===== src/rtl/lane_seq_pkg.sv =====
package lane_seq_pkg;

   localparam int STEP_W = 5;

   typedef enum logic [2:0] {
      OP_WR       = 3'd0,
      OP_SKIP     = 3'd1,
      OP_POLL_LO  = 3'd2,
      OP_POLL_HI  = 3'd3,
      OP_POLL_CAL = 3'd4,
      OP_SETTLE   = 3'd5,
      OP_END      = 3'd6
   } op_e;

   // val holds write data for OP_WR, the bit mask for the polls
   typedef struct packed {
      op_e        op;
      logic [7:0] addr;
      logic [7:0] val;
   } step_t;

endpackage


===== src/rtl/lane_seq_timer.sv =====
module lane_seq_timer #(
   parameter int MAX_CNT = 16,
   parameter int CNT_W   = $clog2(MAX_CNT + 1)
) (
   input  logic             clk,
   input  logic             rst_n,
   input  logic             load,
   input  logic [CNT_W-1:0] load_val,
   output logic             expired
);

   logic [CNT_W-1:0] cnt_q;

   always_ff @(posedge clk or negedge rst_n) begin
      if (!rst_n)             cnt_q <= '0;
      else if (load)          cnt_q <= load_val;
      else if (cnt_q != '0)   cnt_q <= cnt_q - 1'b1;
   end

   assign expired = (cnt_q == '0) && !load;

endmodule


===== src/rtl/lane_seq_rom.sv =====
module lane_seq_rom
   import lane_seq_pkg::*;
(
   input  logic [STEP_W-1:0] idx,
   input  logic [1:0]        gen,   // already normalised to 1..3
   input  logic              inv,
   output step_t             step
);

   function automatic step_t wr(input logic [7:0] a, input logic [7:0] d);
      step_t s;
      s.op = OP_WR; s.addr = a; s.val = d;
      return s;
   endfunction

   function automatic step_t mk(input op_e o, input logic [7:0] a, input logic [7:0] m);
      step_t s;
      s.op = o; s.addr = a; s.val = m;
      return s;
   endfunction

   logic       g1, g3;
   logic [1:0] gm1;
   logic [7:0] spd;

   always_comb begin
      g1   = (gen == 2'd1);
      g3   = (gen == 2'd3);
      gm1  = gen - 2'd1;
      spd  = {3'b000, gm1, 1'b0, gm1};
      step = mk(OP_SKIP, 8'h00, 8'h00);
      case (idx)
         5'd0:  step = wr(8'h00, 8'h96);
         5'd1:  if (inv) step = wr(8'h02, 8'h20);
         5'd2:  step = wr(8'h10, 8'h01);
         5'd3:  step = wr(8'h72, 8'h40);
         5'd4:  step = wr(8'h12, spd);
         5'd5:  step = mk(OP_POLL_LO, 8'h01, 8'h03);
         5'd6:  step = wr(8'h41, g1 ? 8'h1E : 8'h0F);
         5'd7:  if (!g3) step = wr(8'h42, 8'h33);
         5'd8:  if (!g3) step = wr(8'h51, 8'h02);
         5'd9:  if (!g3) step = wr(8'h47, 8'h2A);
         5'd10: step = wr(8'h40, 8'h13);
         5'd11: step = mk(OP_POLL_CAL, 8'h40, 8'h0C);
         5'd12: step = wr(8'h20, g3 ? 8'h12 : (g1 ? 8'h10 : 8'h01));
         5'd13: step = wr(8'h21, g3 ? 8'h64 : (g1 ? 8'h03 : 8'h04));
         5'd14: step = wr(8'h22, g1 ? 8'h04 : 8'h02);
         5'd15: if (g3) step = wr(8'h23, 8'h00);
         5'd16: if (!g1) step = wr(8'h25, g3 ? 8'h31 : 8'h11);
         5'd17: step = wr(8'h00, 8'h10);
         5'd18: step = mk(OP_SETTLE, 8'h00, 8'h00);
         5'd19: step = wr(8'h56, 8'h03);
         5'd20: step = wr(8'h57, 8'h63);
         5'd21: step = wr(8'h58, 8'h00);
         5'd22: step = wr(8'h59, 8'hF1);
         5'd23: step = wr(8'h50, g1 ? 8'h8D : 8'hCD);
         5'd24: step = mk(OP_POLL_HI, 8'h01, 8'h03);
         5'd25: step = wr(8'h10, 8'h00);
         5'd26: step = wr(8'h72, 8'h00);
         5'd27: step = wr(8'h00, 8'h10);
         5'd28: step = wr(8'h02, inv ? 8'h28 : 8'h08);
         5'd29: step = wr(8'h86, 8'h61);
         5'd30: step = wr(8'h00, 8'h00);
         default: step = mk(OP_END, 8'h00, 8'h00);
      endcase
   end

endmodule


===== src/rtl/lane_bringup_seq.sv =====
module lane_bringup_seq
   import lane_seq_pkg::*;
#(
   parameter int POLL_GAP_CYC   = 250_000,
   parameter int POLL_LIMIT_CYC = 12_500_000,
   parameter int SETTLE_CYC     = 12_500,
   parameter int COMP_LIMIT_CYC = 1_000_000
) (
   input  logic       clk,
   input  logic       rst_n,
   input  logic       start,
   input  logic [1:0] gen_sel,
   input  logic       tx_inv,
   output logic       reg_req,
   output logic       reg_we,
   output logic [7:0] reg_addr,
   output logic [7:0] reg_wdata,
   input  logic       reg_ack,
   input  logic [7:0] reg_rdata,
   output logic       busy,
   output logic       done,
   output logic       err
);

   localparam int POLL_TRIES = (POLL_LIMIT_CYC / POLL_GAP_CYC < 1) ? 1
                               : POLL_LIMIT_CYC / POLL_GAP_CYC;
   localparam int TRY_W   = $clog2(POLL_TRIES + 1);
   localparam int TMR_MAX = (POLL_GAP_CYC > SETTLE_CYC) ? POLL_GAP_CYC : SETTLE_CYC;
   localparam int TMR_W   = $clog2(TMR_MAX + 1);
   localparam int CAL_W   = $clog2(COMP_LIMIT_CYC + 1);

   generate
      if (POLL_GAP_CYC < 1) begin : g_bad_gap
         $error("POLL_GAP_CYC must be at least 1");
      end
      if (POLL_LIMIT_CYC < POLL_GAP_CYC) begin : g_bad_limit
         $error("POLL_LIMIT_CYC must not be below POLL_GAP_CYC");
      end
      if (SETTLE_CYC < 1 || COMP_LIMIT_CYC < 1) begin : g_bad_wait
         $error("SETTLE_CYC and COMP_LIMIT_CYC must be at least 1");
      end
   endgenerate

   typedef enum logic [2:0] {
      S_IDLE, S_FETCH, S_XFER, S_GAP, S_SETTLE, S_DONE, S_ERR
   } state_e;

   state_e              state_q;
   logic [STEP_W-1:0]   idx_q;
   logic [1:0]          gen_q;
   logic                inv_q;
   logic [TRY_W-1:0]    tries_q;
   logic [CAL_W-1:0]    cal_cnt_q;
   step_t               step;
   logic                poll_ok;
   logic                poll_fail_ack;
   logic                tmr_load;
   logic [TMR_W-1:0]    tmr_val;
   logic                tmr_exp;
   logic                cal_expired;

   lane_seq_rom u_rom (
      .idx  (idx_q),
      .gen  (gen_q),
      .inv  (inv_q),
      .step (step)
   );

   always_comb begin
      if (step.op == OP_POLL_LO) poll_ok = ((reg_rdata & step.val) == 8'h00);
      else                       poll_ok = ((reg_rdata & step.val) == step.val);
   end

   assign poll_fail_ack = (state_q == S_XFER) && reg_ack && !reg_we && !poll_ok;
   assign tmr_load = ((state_q == S_FETCH) && (step.op == OP_SETTLE)) ||
                     (poll_fail_ack && (step.op != OP_POLL_CAL));
   assign tmr_val  = (step.op == OP_SETTLE) ? TMR_W'(SETTLE_CYC) : TMR_W'(POLL_GAP_CYC);
   assign cal_expired = (cal_cnt_q >= CAL_W'(COMP_LIMIT_CYC));

   lane_seq_timer #(.MAX_CNT(TMR_MAX), .CNT_W(TMR_W)) u_tmr (
      .clk      (clk),
      .rst_n    (rst_n),
      .load     (tmr_load),
      .load_val (tmr_val),
      .expired  (tmr_exp)
   );

   // compensation watch: cycles spent on the calibration poll step
   always_ff @(posedge clk or negedge rst_n) begin
      if (!rst_n)                                            cal_cnt_q <= '0;
      else if (step.op != OP_POLL_CAL || state_q == S_IDLE)  cal_cnt_q <= '0;
      else if (!cal_expired)                                 cal_cnt_q <= cal_cnt_q + 1'b1;
   end

   always_ff @(posedge clk or negedge rst_n) begin
      if (!rst_n) begin
         state_q   <= S_IDLE;
         idx_q     <= '0;
         gen_q     <= 2'd1;
         inv_q     <= 1'b0;
         tries_q   <= '0;
         reg_req   <= 1'b0;
         reg_we    <= 1'b0;
         reg_addr  <= '0;
         reg_wdata <= '0;
      end else begin
         case (state_q)
            S_IDLE, S_DONE, S_ERR: begin
               if (start) begin
                  gen_q   <= (gen_sel == 2'd0) ? 2'd1 : gen_sel;
                  inv_q   <= tx_inv;
                  idx_q   <= '0;
                  tries_q <= '0;
                  state_q <= S_FETCH;
               end
            end
            S_FETCH: begin
               case (step.op)
                  OP_SKIP:   idx_q   <= idx_q + 1'b1;
                  OP_END:    state_q <= S_DONE;
                  OP_SETTLE: state_q <= S_SETTLE;
                  OP_WR: begin
                     reg_req   <= 1'b1;
                     reg_we    <= 1'b1;
                     reg_addr  <= step.addr;
                     reg_wdata <= step.val;
                     state_q   <= S_XFER;
                  end
                  default: begin
                     reg_req   <= 1'b1;
                     reg_we    <= 1'b0;
                     reg_addr  <= step.addr;
                     reg_wdata <= 8'h00;
                     state_q   <= S_XFER;
                  end
               endcase
            end
            S_XFER: begin
               if (reg_ack) begin
                  reg_req <= 1'b0;
                  if (reg_we || poll_ok) begin
                     idx_q   <= idx_q + 1'b1;
                     tries_q <= '0;
                     state_q <= S_FETCH;
                  end else if (step.op == OP_POLL_CAL) begin
                     state_q <= cal_expired ? S_ERR : S_FETCH;
                  end else if (tries_q == TRY_W'(POLL_TRIES - 1)) begin
                     state_q <= S_ERR;
                  end else begin
                     tries_q <= tries_q + 1'b1;
                     state_q <= S_GAP;
                  end
               end
            end
            S_GAP: begin
               if (tmr_exp) state_q <= S_FETCH;
            end
            S_SETTLE: begin
               if (tmr_exp) begin
                  idx_q   <= idx_q + 1'b1;
                  state_q <= S_FETCH;
               end
            end
            default: state_q <= S_IDLE;
         endcase
      end
   end

   assign busy = (state_q == S_FETCH) || (state_q == S_XFER) ||
                 (state_q == S_GAP)   || (state_q == S_SETTLE);
   assign done = (state_q == S_DONE);
   assign err  = (state_q == S_ERR);

   AST_REQ_HOLD: assert property (@(posedge clk) disable iff (!rst_n)
      reg_req && !reg_ack |=> reg_req && $stable(reg_addr) && $stable(reg_we) && $stable(reg_wdata));
   AST_REQ_DROP: assert property (@(posedge clk) disable iff (!rst_n)
      reg_req && reg_ack |=> !reg_req);
   AST_RESULT_EXCL: assert property (@(posedge clk) disable iff (!rst_n)
      !(done && err));
   AST_DONE_HOLD: assert property (@(posedge clk) disable iff (!rst_n)
      done && !start |=> done && !busy);
   AST_ERR_HOLD: assert property (@(posedge clk) disable iff (!rst_n)
      err && !start |=> err && !busy);
   AST_ERR_QUIET: assert property (@(posedge clk) disable iff (!rst_n)
      err |-> !reg_req);
   AST_GAP_QUIET: assert property (@(posedge clk) disable iff (!rst_n)
      $rose(reg_req) |-> $past(state_q) == S_FETCH);

endmodule


===== config.mk =====
export PLATFORM = sky130hd
export DESIGN_NAME = lane_bringup_seq
export DESIGN_NICKNAME = d
export VERILOG_FILES = /design/src/rtl/lane_seq_pkg.sv /design/src/rtl/lane_seq_timer.sv /design/src/rtl/lane_seq_rom.sv /design/src/rtl/lane_bringup_seq.sv
export SDC_FILE = /design/constraint.sdc
export NUM_CORES = 1
export LEC_CHECK = 0
export BUFFER_PORTS_ARGS = -buffer_cell sky130_fd_sc_hd__buf_2
export CAP_MARGIN = 10
export CORE_MARGIN = 10
export CORE_UTILIZATION = 62
export DETAILED_ROUTE_END_ITERATION = 10
export PLACE_DENSITY = 0.87
export SYNTH_ARGS = -nofsm -noshare
export SYNTH_HDL_FRONTEND = slang
export SYNTH_HIERARCHICAL = 1
export SYNTH_SLANG_ARGS = --single-unit

===== constraint.sdc =====
create_clock -name clk -period 5.3 [get_ports clk]
set_input_delay 0 -clock clk [delete_from_list [all_inputs] [get_ports clk]]
set_output_delay 0 -clock clk [all_outputs]
set_load 0.05 [all_outputs]

Word-level counts from Yosys, hierarchy flattened
Cells that the tools add are included.

Logic and storage cells: 161. Register bits: 73. Bits of input ports: 15. Output and inout bits: 21.

$add $sub $neg: 5. Muxes and demuxes: 49. $lt $le $gt $ge: 1. Bitwise logic cells: 2. Equal/unequal tests: 57. Reductions and logical operators: 36.

Operator list (count): $pmux W19 S30 (1); $mux W17 (6); $eq A5 B5 Y1 const B (15); $mux W18 (3); $mux W6 (7); $eq A5 B4 Y1 const B (8); $mux W20 (2); $mux W5 (7); $mux W3 (9); $add A20 B1 Y20 const B (1); $eq A5 B3 Y1 const B (4); $ge A20 B20 Y1 const B (1); $pmux W5 S4 (1); $eq A3 B3 Y1 const B (6); $logic_not A18 Y1 (1); $reduce_bool A18 Y1 (1); $sub A18 B1 Y18 const B (1); $mux W8 (2); $pmux W8 S2 (1); $pmux W3 S4 (1); $pmux W6 S2 (1); $eq A5 B2 Y1 const B (2); $ne A2 B2 Y1 const B (5); $eq A3 B2 Y1 const B (3); other kinds (34) (61).

Depth between registers and ports, before layout
Depth in word-level cells: 15. Mapped depth: 22. Mapped depth without buffers: 19.

Modules after synthesis
Netlist, hierarchy kept.

Modules (own cells, without submodules): lane_bringup_seq (times used 1, seq. area each 1377.6 µm², cells each 319, area each 3104.2 µm²); lane_seq_timer (times used 1, seq. area each 450.4 µm², cells each 124, area each 1152.4 µm²); lane_seq_rom (times used 1, seq. area each 0.0 µm², cells each 181, area each 1072.3 µm²).

Least setup slack after synthesis
Ideal clock, no wire load.

Path type: reg2reg. Start: register gen_q[0]. End: register tries_q[5]. Cell stages (with the launch flop): 21. Path slack: 1174 ps. Clock period less this slack: 4126 ps. Data required time: 5224 ps. Data arrival time: 4050 ps. Cells stage by stage: dfstp_2 -> ha_1 -> nor2_1 -> nand3b_1 -> o31ai_1 -> or4_1 -> nand2b_1 -> o2111ai_1 -> o31ai_1 -> nand2_1 -> nand3_1 -> o21ai_0 -> clkbuf_1 -> clkbuf_1 -> nor2_1 -> nor2_1 -> a211oi_1 -> o32ai_2 -> a21o_1 -> or3_1 -> o21ai_1.

RTL lines: start: declaration (RTL line lane_bringup_seq.sv:50) `logic [1:0] gen_q;`; start signal: assignment (RTL line lane_bringup_seq.sv:110) `gen_q <= (gen_sel == 2'd0) ? 2'd1 : gen_sel;`; end signal: assignment (RTL line lane_bringup_seq.sv:150) `tries_q <= tries_q + 1'b1;`; end: declaration (RTL line lane_bringup_seq.sv:52) `logic [TRY_W-1:0] tries_q;`.

==> results.ini <==
[cts]
clockRootBuffer=clkbuf_8
cts_setup_buffers=0
insertion_delay_ps=360
cts.path.max_buffers=2
cts.sinks=73
cts_buffers=9
htree_levels=3
clk_pin_slew_ps=90
cts_tree=done

[routing]
antenna_left=0
wl_per_cell_microns=17.23
post-route-drc-count=0
drt_iter0_markers=566
wl_microns=13200
route.vias.total=4945
drt-vias-per-instance=6.456
firstDrtPassIters=7

[finish]
final_cell_mix=dfrtp_1 (72), nor2_1 (53), nand2_1 (43)
nets=681
drive_above_1_share_pct=15.13
final_common_cell=dfrtp_1
fin_util_pct=70.07
n_antenna_cell=0
design_area_sq_mm=0.005816
synthToLayoutAreaGrowth_pct=9.134

[logic_synthesis]
synth.avg_cell_area_sq_um=8.540
seq_area_frac_synth_pct=34.30
ys_types=82
ys_dominant_reg_cell=dfrtp_1
synth.cell_area_sq_mm=0.005329
synthArstFlopShare_pct=100.0
synthCells=624
yosys_warnings=6
synth_enable_flop_cells=0
synth_seq_cells=73

[grt]
track_usage_pct=20.52
grt_max_degree=74
first_global_vias=4620
grt_first_pass_wirelength_microns=22450
antenna_found_initial=0
overflow=0

[floorplanning]
fp-row-count=33
core_sq_mm=0.008299
fp.dieH_microns=112.7
dieWidth_microns=112.7
dieArea_sq_mm=0.01270
io_pins=36
initial_core_util_pct=64.21

[power]
ir_drop_mv=0.1989
totalPowerFinal_w=0.002807
pwr_density_cell_mw_per_mm2=482.7
power_leakage_nw=2.408

[sta]
finalSetupViolCount=0
whs_ps=209.5
max_freq_ghz=0.2162
finalClockSkew_ps=14.00
maxSlewHeadroom_pct=38.81
grt_setup_unrepaired=false
fin_crit_sh_pct=87.29
hold_viol=0
slew_violations=0
worstMarginPinSlew_ps=917.8
fin_crit_ps=4626
tns_ps=0

[worst_setup_path]
startpoint=idx_q[4]
worstSetupStartpointType=flip-flop
required_ps=5570
r2r_slack_ps=670
r2r_cells=17
end_kind=flip-flop
cp-endpoint=tries_q[1]
rr_endpoint=tries_q[1]
r2r-start=idx_q[4]
path_max_fanout=25
arrival_ps=4900
crit_type=reg2reg

[run_status]
status=complete, no violations

[min_path]
min_path_type=in2reg

[flow_run]
drv_cap=0

[place]
port_buffers=35
placed_area_sq_mm=0.005555
place.detailed.hpwl_microns=9313
place.gp.congestion=0.9686

-- worst min-delay path by stage --
stage | startpoint | depth (start not counted) | end
5_1_grt | start | 3 | gen_q[0]
3_3_place_gp | tx_inv | 2 | inv_q
4_1_cts | start | 3 | gen_q[0]
3_5_place_dp | tx_inv | 2 | inv_q
2_1_floorplan | rst_n | 0 | cal_cnt_q[0]
6_report | start | 3 | gen_q[0]
-- timing repair --
| item | in CTS | in global routing |
|---|---|---|
| endpoints found under the hold margin | 76 | 0 |
| resized for setup | 0 | 0 |
| hold buffers | 5 | 0 |
-- report_power, final --
group          internal [W]  switching, W
registers          0.000705      0.000208
logic              0.000524      0.000876
clock network      0.000266      0.000227
-- sequential cells by signal, indices dropped and copies added (netlist names) --
register and flops:
tries_q 6, u_tmr/cnt_q 18, inv_q 1, cal_cnt_q 20, reg_req 1, gen_q 2
state_q 3, idx_q 5, reg_we 1, reg_wdata 8, reg_addr 8
-- per-stage QoR --
step / worst slack, ps / instances
floorplan: 1174 / 633
global placement: 954.6 / 745
detailed placement: 769.2 / 745
CTS: 754.3 / 766
global route: 297.4 / 766
finish: 673.8 / 766
-- per-layer routing --
metal / global-route usage (%) / vias up / wire length [microns]
met5: 0 / - / 0
met4: 8.883 / 0 / 377
met3: 4.120 / 38 / 1089
met2: 31.57 / 259 / 5975
met1: 27.39 / 2315 / 5755
li1: - / 2333 / -
-- worst max-delay path: stages (launching register included) --
cell	delay, ps
dfrtp_1	850
nor2_1	340
nand4_1	180
a21oi_1	70
or4_1	560
nand2b_1	100
o2111ai_1	110
o31ai_1	410
nand2_1	250
nand3_1	140
o21ai_1	80
nor2_1	150
nor2_1	50
a211oi_1	370
o32ai_2	150
a21o_1	240
a211o_1	280
o22ai_1	190
-- synth_stat cells, types with 7 or more instances --
| cell | instances | area share, % |
|---|---|---|
| o21ai_1 | 11 | 1.0 |
| nor2b_1 | 17 | 2.0 |
| a22o_1 | 9 | 1.5 |
| nand2_1 | 43 | 3.0 |
| nand2b_1 | 16 | 1.9 |
| a22oi_1 | 7 | 0.99 |
| a21oi_1 | 24 | 2.3 |
| mux2_2 | 14 | 3.0 |
| nor4_1 | 8 | 0.94 |
| o22ai_1 | 12 | 1.4 |
| or3_1 | 10 | 1.2 |
| o211ai_1 | 7 | 0.99 |
| nand3_1 | 20 | 1.9 |
| clkbuf_1 | 12 | 0.85 |
| dfrtp_1 | 72 | 34 |
| nor2_1 | 53 | 3.7 |
| and3_1 | 10 | 1.2 |
| inv_1 | 25 | 1.8 |
| xor2_1 | 20 | 3.3 |
| nand4_1 | 14 | 1.6 |
| o31ai_1 | 13 | 1.8 |
| ha_1 | 9 | 2.1 |
| buf_2 | 19 | 1.8 |
| o21ai_0 | 32 | 3.0 |
| nor3_1 | 21 | 2.0 |
-- layout make-up --
type / instances / area (sq um)
Fill cell: 647 / 2484
Sequential cell: 73 / 1828
Clock buffer: 11 / 131.4
Timing Repair Buffer: 51 / 307.8
Clock inverter: 5 / 78.83
Tap cell: 105 / 131.4
Inverter: 29 / 108.9
Multi-Input combinational cell: 492 / 3229
-- cells by family after synthesis --
group | after synthesis | synth area share, %
fa+ha+maj | 10 | 2.489
xor+xnor | 25 | 4.109
mux | 19 | 3.898
simple gates | 259 | 27.33
buf+inv | 68 | 5.799
flops | 73 | 34.30
other cells | 2 | 0.1409
compound gates | 168 | 21.93
No activity file was read; power rests on OpenSTA's default activity.
